**src/rtl/pmc_pkg.sv**
```systemverilog
package pmc_pkg;
  typedef enum logic [2:0] {
    ST_RUN   = 3'd0,
    ST_SLOW  = 3'd1,
    ST_IDREQ = 3'd2,
    ST_IDLE  = 3'd3,
    ST_SLEEP = 3'd4,
    ST_DEEP  = 3'd5,
    ST_LOCK  = 3'd6
  } pmc_state_e;

  localparam logic [2:0] MC_RUN   = 3'd0;
  localparam logic [2:0] MC_SLOW  = 3'd1;
  localparam logic [2:0] MC_IDLE  = 3'd2;
  localparam logic [2:0] MC_SLEEP = 3'd3;
  localparam logic [2:0] MC_DEEP  = 3'd4;
endpackage

```
**src/rtl/pmc_rst_sync.sv**
```systemverilog
module pmc_rst_sync (
  input  logic clk,
  input  logic arst_n,
  output logic srst_n
);
  logic [1:0] sh_q;

  always_ff @(posedge clk or negedge arst_n) begin
    if (!arst_n) sh_q <= 2'b00;
    else         sh_q <= {sh_q[0], 1'b1};
  end

  assign srst_n = sh_q[1];
endmodule

```
**src/rtl/pmc_wake_sync.sv**
```systemverilog
module pmc_wake_sync #(
  parameter int NWAKE = 3
) (
  input  logic             clk,
  input  logic             rst_n,
  input  logic             ce,
  input  logic [NWAKE-1:0] wake_async,
  output logic             wake_any
);
  logic [NWAKE-1:0] stage2;

  for (genvar g = 0; g < NWAKE; g++) begin : g_sync
    logic s1_q, s2_q;
    always_ff @(posedge clk or negedge rst_n) begin
      if (!rst_n) begin
        s1_q <= 1'b0;
        s2_q <= 1'b0;
      end else if (ce) begin
        s1_q <= wake_async[g];
        s2_q <= s1_q;
      end
    end
    assign stage2[g] = s2_q;
  end

  assign wake_any = |stage2;
endmodule

```
**src/rtl/pmc_tick_div.sv**
```systemverilog
module pmc_tick_div #(
  parameter int DIV_LOG2 = 3
) (
  input  logic clk,
  input  logic rst_n,
  input  logic rtc_tick,
  output logic slow_tick
);
  logic [DIV_LOG2-1:0] cnt_q, cnt_d;

  always_comb begin
    cnt_d = cnt_q;
    if (rtc_tick) cnt_d = cnt_q + 1'b1;
  end

  always_ff @(posedge clk or negedge rst_n) begin
    if (!rst_n) cnt_q <= '0;
    else        cnt_q <= cnt_d;
  end

  assign slow_tick = rtc_tick & (&cnt_q);
endmodule

```
**src/rtl/pmc_seq.sv**
```systemverilog
module pmc_seq
  import pmc_pkg::*;
#(
  parameter int LOCK_W = 8
) (
  input  logic              clk,
  input  logic              rst_n,
  input  logic              ce,
  input  logic              mode_wr,
  input  logic [2:0]        mode_wdata,
  input  logic              bus_gnt,
  input  logic              rel_req,
  input  logic              wake_any,
  input  logic [LOCK_W-1:0] lock_wait,
  output pmc_state_e        state_o,
  output logic              wake_ack
);
  pmc_state_e        state_q, state_d;
  logic              ret_slow_q, ret_slow_d;
  logic              pend_q, pend_d;
  logic [LOCK_W-1:0] cnt_q, cnt_d;
  logic              ack_q, accept_wake;
  logic              wr_sleep, wr_deep;
  pmc_state_e        ret_state;

  assign wr_sleep  = mode_wr && (mode_wdata == MC_SLEEP);
  assign wr_deep   = mode_wr && (mode_wdata == MC_DEEP);
  assign ret_state = ret_slow_q ? ST_SLOW : ST_RUN;

  always_comb begin
    state_d     = state_q;
    ret_slow_d  = ret_slow_q;
    pend_d      = pend_q;
    cnt_d       = cnt_q;
    accept_wake = 1'b0;
    unique case (state_q)
      ST_RUN: begin
        if (mode_wr && mode_wdata == MC_SLOW) state_d = ST_SLOW;
        else if (mode_wr && mode_wdata == MC_IDLE) begin
          state_d    = ST_IDREQ;
          ret_slow_d = 1'b0;
          pend_d     = 1'b0;
        end
      end
      ST_SLOW: begin
        if (mode_wr && mode_wdata == MC_RUN) state_d = ST_RUN;
        else if (mode_wr && mode_wdata == MC_IDLE) begin
          state_d    = ST_IDREQ;
          ret_slow_d = 1'b1;
          pend_d     = 1'b0;
        end
      end
      ST_IDREQ: begin
        if (rel_req) begin
          state_d = ret_state;
          pend_d  = 1'b0;
        end else if (bus_gnt) begin
          state_d = (pend_q || wr_sleep) ? ST_SLEEP : ST_IDLE;
          pend_d  = 1'b0;
        end else if (wr_sleep) begin
          pend_d = 1'b1;
        end
      end
      ST_IDLE: begin
        if (rel_req)       state_d = ret_state;
        else if (wr_sleep) state_d = ST_SLEEP;
      end
      ST_SLEEP: begin
        if (wake_any) begin
          state_d     = ST_IDLE;
          ret_slow_d  = 1'b1;
          accept_wake = 1'b1;
        end else if (wr_deep) begin
          state_d = ST_DEEP;
        end
      end
      ST_DEEP: begin
        if (wake_any) begin
          state_d     = ST_LOCK;
          cnt_d       = '0;
          accept_wake = 1'b1;
        end
      end
      ST_LOCK: begin
        if (cnt_q == lock_wait) begin
          state_d    = ST_IDLE;
          ret_slow_d = 1'b1;
        end else begin
          cnt_d = cnt_q + 1'b1;
        end
      end
      default: state_d = ST_RUN;
    endcase
  end

  always_ff @(posedge clk or negedge rst_n) begin
    if (!rst_n) begin
      state_q    <= ST_RUN;
      ret_slow_q <= 1'b0;
      pend_q     <= 1'b0;
      cnt_q      <= '0;
    end else if (ce) begin
      state_q    <= state_d;
      ret_slow_q <= ret_slow_d;
      pend_q     <= pend_d;
      cnt_q      <= cnt_d;
    end
  end

  always_ff @(posedge clk or negedge rst_n) begin
    if (!rst_n) ack_q <= 1'b0;
    else        ack_q <= ce & accept_wake;
  end

  assign state_o  = state_q;
  assign wake_ack = ack_q;
endmodule

```
**src/rtl/pm_mode_ctl.sv**
```systemverilog
module pm_mode_ctl
  import pmc_pkg::*;
#(
  parameter int NWAKE    = 3,
  parameter int DIV_LOG2 = 3,
  parameter int LOCK_W   = 8
) (
  input  logic              clk,
  input  logic              rst_n,
  input  logic              rtc_tick,
  input  logic              mode_wr,
  input  logic [2:0]        mode_wdata,
  input  logic              bus_gnt,
  input  logic              irq,
  input  logic              fiq,
  input  logic              dma_req,
  input  logic [NWAKE-1:0]  wake_in,
  input  logic [LOCK_W-1:0] lock_wait,
  output logic              bus_req,
  output logic              cpu_half_rate,
  output logic              clk_gate_off,
  output logic              sdram_sr_req,
  output logic              osc_en,
  output logic              pll_en,
  output logic              ctl_slow_clk,
  output logic              wake_ack,
  output logic [2:0]        mode_o
);
  logic       srst_n, slow_tick, wake_any, ce, slow_domain;
  pmc_state_e state;

  pmc_rst_sync u_rst (.clk(clk), .arst_n(rst_n), .srst_n(srst_n));

  pmc_tick_div #(.DIV_LOG2(DIV_LOG2)) u_div (
    .clk(clk), .rst_n(srst_n), .rtc_tick(rtc_tick), .slow_tick(slow_tick)
  );

  assign slow_domain = (state == ST_DEEP) || (state == ST_LOCK);
  assign ce          = slow_domain ? slow_tick : 1'b1;

  pmc_wake_sync #(.NWAKE(NWAKE)) u_wake (
    .clk(clk), .rst_n(srst_n), .ce(ce), .wake_async(wake_in), .wake_any(wake_any)
  );

  pmc_seq #(.LOCK_W(LOCK_W)) u_seq (
    .clk(clk), .rst_n(srst_n), .ce(ce), .mode_wr(mode_wr), .mode_wdata(mode_wdata),
    .bus_gnt(bus_gnt), .rel_req(irq | fiq | dma_req), .wake_any(wake_any),
    .lock_wait(lock_wait), .state_o(state), .wake_ack(wake_ack)
  );

  always_comb begin
    unique case (state)
      ST_RUN:            mode_o = MC_RUN;
      ST_SLOW:           mode_o = MC_SLOW;
      ST_IDREQ, ST_IDLE: mode_o = MC_IDLE;
      ST_SLEEP:          mode_o = MC_SLEEP;
      default:           mode_o = MC_DEEP;
    endcase
  end

  assign bus_req       = (state != ST_RUN) && (state != ST_SLOW);
  assign sdram_sr_req  = (state == ST_SLEEP) || slow_domain;
  assign clk_gate_off  = sdram_sr_req;
  assign osc_en        = (state != ST_DEEP);
  assign pll_en        = (state != ST_DEEP);
  assign ctl_slow_clk  = slow_domain;
  assign cpu_half_rate = (state == ST_SLOW);
endmodule

```
**config.mk**
```make
export PLATFORM = sky130hd
export DESIGN_NAME = pm_mode_ctl
export DESIGN_NICKNAME = d
export VERILOG_FILES = /design/src/rtl/pmc_pkg.sv /design/src/rtl/pmc_rst_sync.sv /design/src/rtl/pmc_wake_sync.sv /design/src/rtl/pmc_tick_div.sv /design/src/rtl/pmc_seq.sv /design/src/rtl/pm_mode_ctl.sv
export SDC_FILE = /design/constraint.sdc
export NUM_CORES = 1
export LEC_CHECK = 0
export ABC_AREA = 0
export BUFFER_PORTS_ARGS = -buffer_cell sky130_fd_sc_hd__buf_2
export CORE_MARGIN = 4
export CORE_UTILIZATION = 54
export CTS_CLUSTER_SIZE = 8
export DETAILED_ROUTE_END_ITERATION = 8
export GPL_ROUTABILITY_DRIVEN = 0
export PLACE_DENSITY_LB_ADDON = 0.3
export SLEW_MARGIN = 10
export SYNTH_ARGS = -nofsm -noshare
export SYNTH_HDL_FRONTEND = slang
export SYNTH_SLANG_ARGS = --single-unit
```
**constraint.sdc**
```tcl
create_clock -name clk -period 1.8 [get_ports clk]
set_input_delay 0.36 -clock clk [delete_from_list [all_inputs] [get_ports clk]]
set_output_delay 0.36 -clock clk [all_outputs]
set_load 0.1 [all_outputs]
```
* Word-level counts from Yosys, hierarchy flattened *
Cells that the tools add are included.

storage, ports and cells
  bits in registers = 25
  input port bits = 22
  word-level logic and storage cells = 102

cells by class
  add/subtract/negate cells = 2
  eq/ne operators = 25
  mux-type cells = 35
  bitwise gates (word level) = 4
  reduce and logical (&&, ||, !) cells = 23

operators with widths
  cell                 number
  $mux 3               12
  $pmux 3 s7           1
  $mux 1               16
  $mux 8               2
  $pmux 8 s2           1
  $eq 3x2->1 const B   4
  $eq 3x3->1 const B   4
  $pmux 3 s4           1
  $ne 2x1->1 const B   5
  $ne 3x1->1 const B   3
  $add 8x1->8 const B  1
  $eq 8x8->1           1
  $reduce_and 8->1     1
  $eq 3x1->1 const B   2
  $logic_and 1x1->1    6
  $logic_not 3->1      2
  $ne 2x2->1 const B   3
  $reduce_and 6->1     1
  $reduce_bool 3->1    2
  $reduce_and 5->1     1
  $ne 4x2->1 const B   1
  $pmux 1 s4           1
  $reduce_and 4->1     1
  $reduce_bool 4->1    1
  11 further kinds     16

* Longest topological paths before layout *
  word-level depth = 7
  gate-level depth with buffers = 7
  depth with buffers taken out = 7

* Hierarchy *
From an unflattened synthesis, not the netlist that was laid out.

second synthesis, totals
  cell total of the unflattened synthesis = 161
  area, all modules = 1639.1 um^2

modules (own cells, without submodules)
  module         instances  cells an instance  area an instance (um^2)  seq. area each (um^2)
  pmc_seq        1          118                1069.8                   350.3
  pmc_wake_sync  1          14                 257.7                    150.1
  pmc_tick_div   1          9                  138.9                    75.1
  pm_mode_ctl    1          17                 118.9                    0.0
  pmc_rst_sync   1          3                  53.8                     50.0

* Least setup slack after synthesis *
Ideal clock, no wire load.

  path kind = register to output
  start = reg u_seq.state_q[1] (netlist: u_seq.state_o[1])
  end = out cpu_half_rate
  data arrival time = 2.543 ns
  slack = -1.103 ns
  cell stages (with the launch flop) = 5
  path buffers = 1
  cell sequence = dfrtp_1 buf_2 nor2_1 inv_1 nor2_1

on the way
  longest elaborated chain between the ends = 1

ends and longest elaborated chain
  item                    line               RTL
  from (decl)             pmc_seq.sv:18      pmc_state_e state_q, state_d;
  from (signal assigned)  pmc_seq.sv:103     state_q <= state_d;
  $eq 3x1->1              pm_mode_ctl.sv:67  assign cpu_half_rate = (state == ST_SLOW);
  to (decl)               pm_mode_ctl.sv:20  output logic cpu_half_rate,

No other way between the ends.

* Worst setup path in the final report *
Ends and elaborated chain as after synthesis.

==> results.ini <==
[logic_synthesis]
synth-adder-area-share=0.0232
avgSynthCellArea_um2=9.45
synth_xor_area_frac=0.0542
synth_fp_nets=196
synth_top_family_by_area=simple AND/OR/NAND/NOR gates
yosysMostFrequentCell=dfrtp_1
netlist_top_cells_count=dfrtp_1 (25), nand2_1 (23), nor2_1 (15), xor2_1 (9)
synth_edf_count=0
synth.largest_area_cell=dfrtp_1
ys_warn_count=0
yosys.area_share.simple=0.273
synth_cell_type_count=56
synthTopCellsByArea=dfrtp_1 (39%), nand2_1 (5.3%), xor2_1 (4.9%)
ys.flop_type=dfrtp_1
yosysTopAreaCellShare=0.387
yosysSeqAreaShare=0.387
synth_seq_cells=25
synth_area_um2=1620
ys_async_sr_fraction=1.00
synth-compound-area-share=0.157
synthMuxAreaShare=0.0697
synthCells=171

[worst_setup_path]
start_kind=flop
cp_max_fo=6
r2r_start=u_seq.cnt_q[2]$_DFFE_PN0P_
setup.worst_path.start=u_seq.state_o[1]$_DFFE_PN0P_
crit_type=flop to output port
cp-end-kind=output port
required_ps=1440
arrival_ps=1780

[grt]
grt_start_max_net_pins=16
grt_pass1_wl_um=9110
antenna_found_initial=1
grt.met2_usage=0.526
grt.overflow.total=0
use_met1=0.326
grt_use_met3=0.0414
busiest_layer=met2
grt_usage=0.295
grt_pass1_vias=1931

[power]
vdd_ir_drop_max_v=0.000740
p_leak_nw=1.21
power_density_nw_per_um2=803

[sta]
tightest_slew_ps=565
slew_viol_final=0
grt_setup_unrepaired=yes
fin_crit_sh=1.19
whs_ps=192
hold_violations=0
final-setup-viol-count=20
slew_headroom=0.619
period_minus_slack_ps=2140
finalClockSkew_ps=11.8
layout_setup_ws_ps=-340
max_freq_mhz=467

[clock_network]
clock-sinks=25
cts_htree_levels=1
clockBufferDepth=2
insertion_delay_ps=340
clkTransAtPathRegs_ps=160
cts-root-buf=clkbuf_4
cts_tree=built
numCtsBuffers=3

[routing]
drtIter0Drc=338
antenna_left=0
viasPerCell=7.49
routedWlPerCell_um=30.0
firstDrtPassIters=6
drc=0
vias=2158
wl_um=8640

[die]
die_x_um=62.7
core_um2=2810
die_area_um2=3930
start_util=0.576
die_y_um=62.7
std_cell_rows=19
ioPinCount=33

[placement]
place_ws_ps=-325
port_buffers=32
post-dp-hpwl_um=3590
dp.cells=266

[outcome]
violations=setup timing
outcome=finished, violations left

[layout]
num-fill-cells=65
antennaDiodeCount=0
fin_cells=288
syn_to_final_growth_pct=66.4
drive_gt1_frac=0.595
fin_nets=283

[run]
maxCapViolCount=0

[min_path]
hp-class=flop to asynchronous set/reset pin

-- worst paths after layout --
kind / to / slack [ps] / depth (start not counted)
hold / removal: u_div.cnt_q[0]$_DFFE_PN0P_ / 190 / 0
min in group clk: u_wake.g_sync[0].s1_q$_DFFE_PN0N_ / 260 / 3
setup / recovery: cpu_half_rate / -340 / 6
hold reg to reg: u_div.cnt_q[0]$_DFFE_PN0P_ / 190 / 0
max in group asynchronous: u_seq.state_o[0]$_DFFE_PN0P_ / 1020 / 1
setup reg to reg: u_seq.state_o[1]$_DFFE_PN0P_ / -320 / 5
-- stage by stage --
stage / TNS [ps] / utilization / power, W / area, µm²
after detailed placement: -1370 / 0.797 / 0.00157 / 2230
after CTS: -1610 / 0.873 / 0.00195 / 2450
after global routing: -4230 / 0.959 / 0.00222 / 2690
final: -3660 / 0.959 / 0.00216 / 2690
after global placement: -822 / 0.797 / 0.00152 / 2230
after floorplan: -967 / - / 0.00122 / 1680
-- sequential cells by signal, indices dropped and copies added, names as in the netlist --
| signal | flops |
|---|---|
| u_wake.g_sync.s1_q | 3 |
| u_seq.state_o | 3 |
| u_div.cnt_q | 3 |
| u_rst.sh_q | 2 |
| u_wake.g_sync.s2_q | 3 |
| u_seq.wake_ack | 1 |
| u_seq.pend_q | 1 |
| u_seq.ret_slow_q | 1 |
| u_seq.cnt_q | 8 |
-- cells by family after synthesis --
kind of cell	Yosys count
xor+xnor	10
compound gates	34
mux	9
buf+inv	12
flops	25
fa+ha+maj	3
simple gates	77
other cells	1
-- per-layer routing --
layer | wire length [µm] | up-vias
met1 | 2760 | 980
met4 | 843 | 2
met5 | 7 | -
met2 | 3690 | 278
met3 | 1350 | 109
li1 | - | 789
-- area by class of cell --
class                      count  area [µm²]  area share
tap                           31        38.8      0.0144
clock buffer                   3        22.5     0.00837
multi-input combinational    134        1180       0.439
sequential                    25         628       0.233
timing repair buffer          89         790       0.293
inverter                       5        22.5     0.00837
clock inverter                 1        7.51     0.00279
-- layout by cell type, fill, tap and decap left out, drive strengths merged, types with 3 or more instances in the layout --
cell type	netlist	routed
nand2	23	23
and2	4	4
nor2	15	15
o21ai	3	3
mux2	9	9
nor2b	6	6
or4b	3	3
a21oi	8	8
and3	3	3
xor2	9	9
o41ai	3	3
ha	3	3
dfrtp	25	25
inv	5	4
clkbuf	3	3
nand3	7	7
buf	4	88
-- critical path, cell delays in order (launching register included) --
cell	delay (ps)
dfrtp_2	510
buf_6	160
buf_6	120
nor2_4	180
clkinvlp_4	170
nor2_4	130
buf_12	180
-- what timing repair did --
item / in CTS / in global routing
hold buffers: 1 / 0
pin swaps: 6 / 14
hold endpoints to repair: 2 / 0
endpoints found under the setup margin: 16 / 21
cloned: 0 / 0
setup buffers: 9 / 9
gates resized for setup: 27 / 35
-- where the power goes --
group | switching (W) | total [W] | internal, W
clock | 0.000193 | 0.000279 | 0.0000853
combinational | 0.000654 | 0.00117 | 0.000514
sequential | 0.0000803 | 0.000714 | 0.000633
total | 0.000927 | 0.00216 | 0.00123
Power figures use the tool's default switching activity.
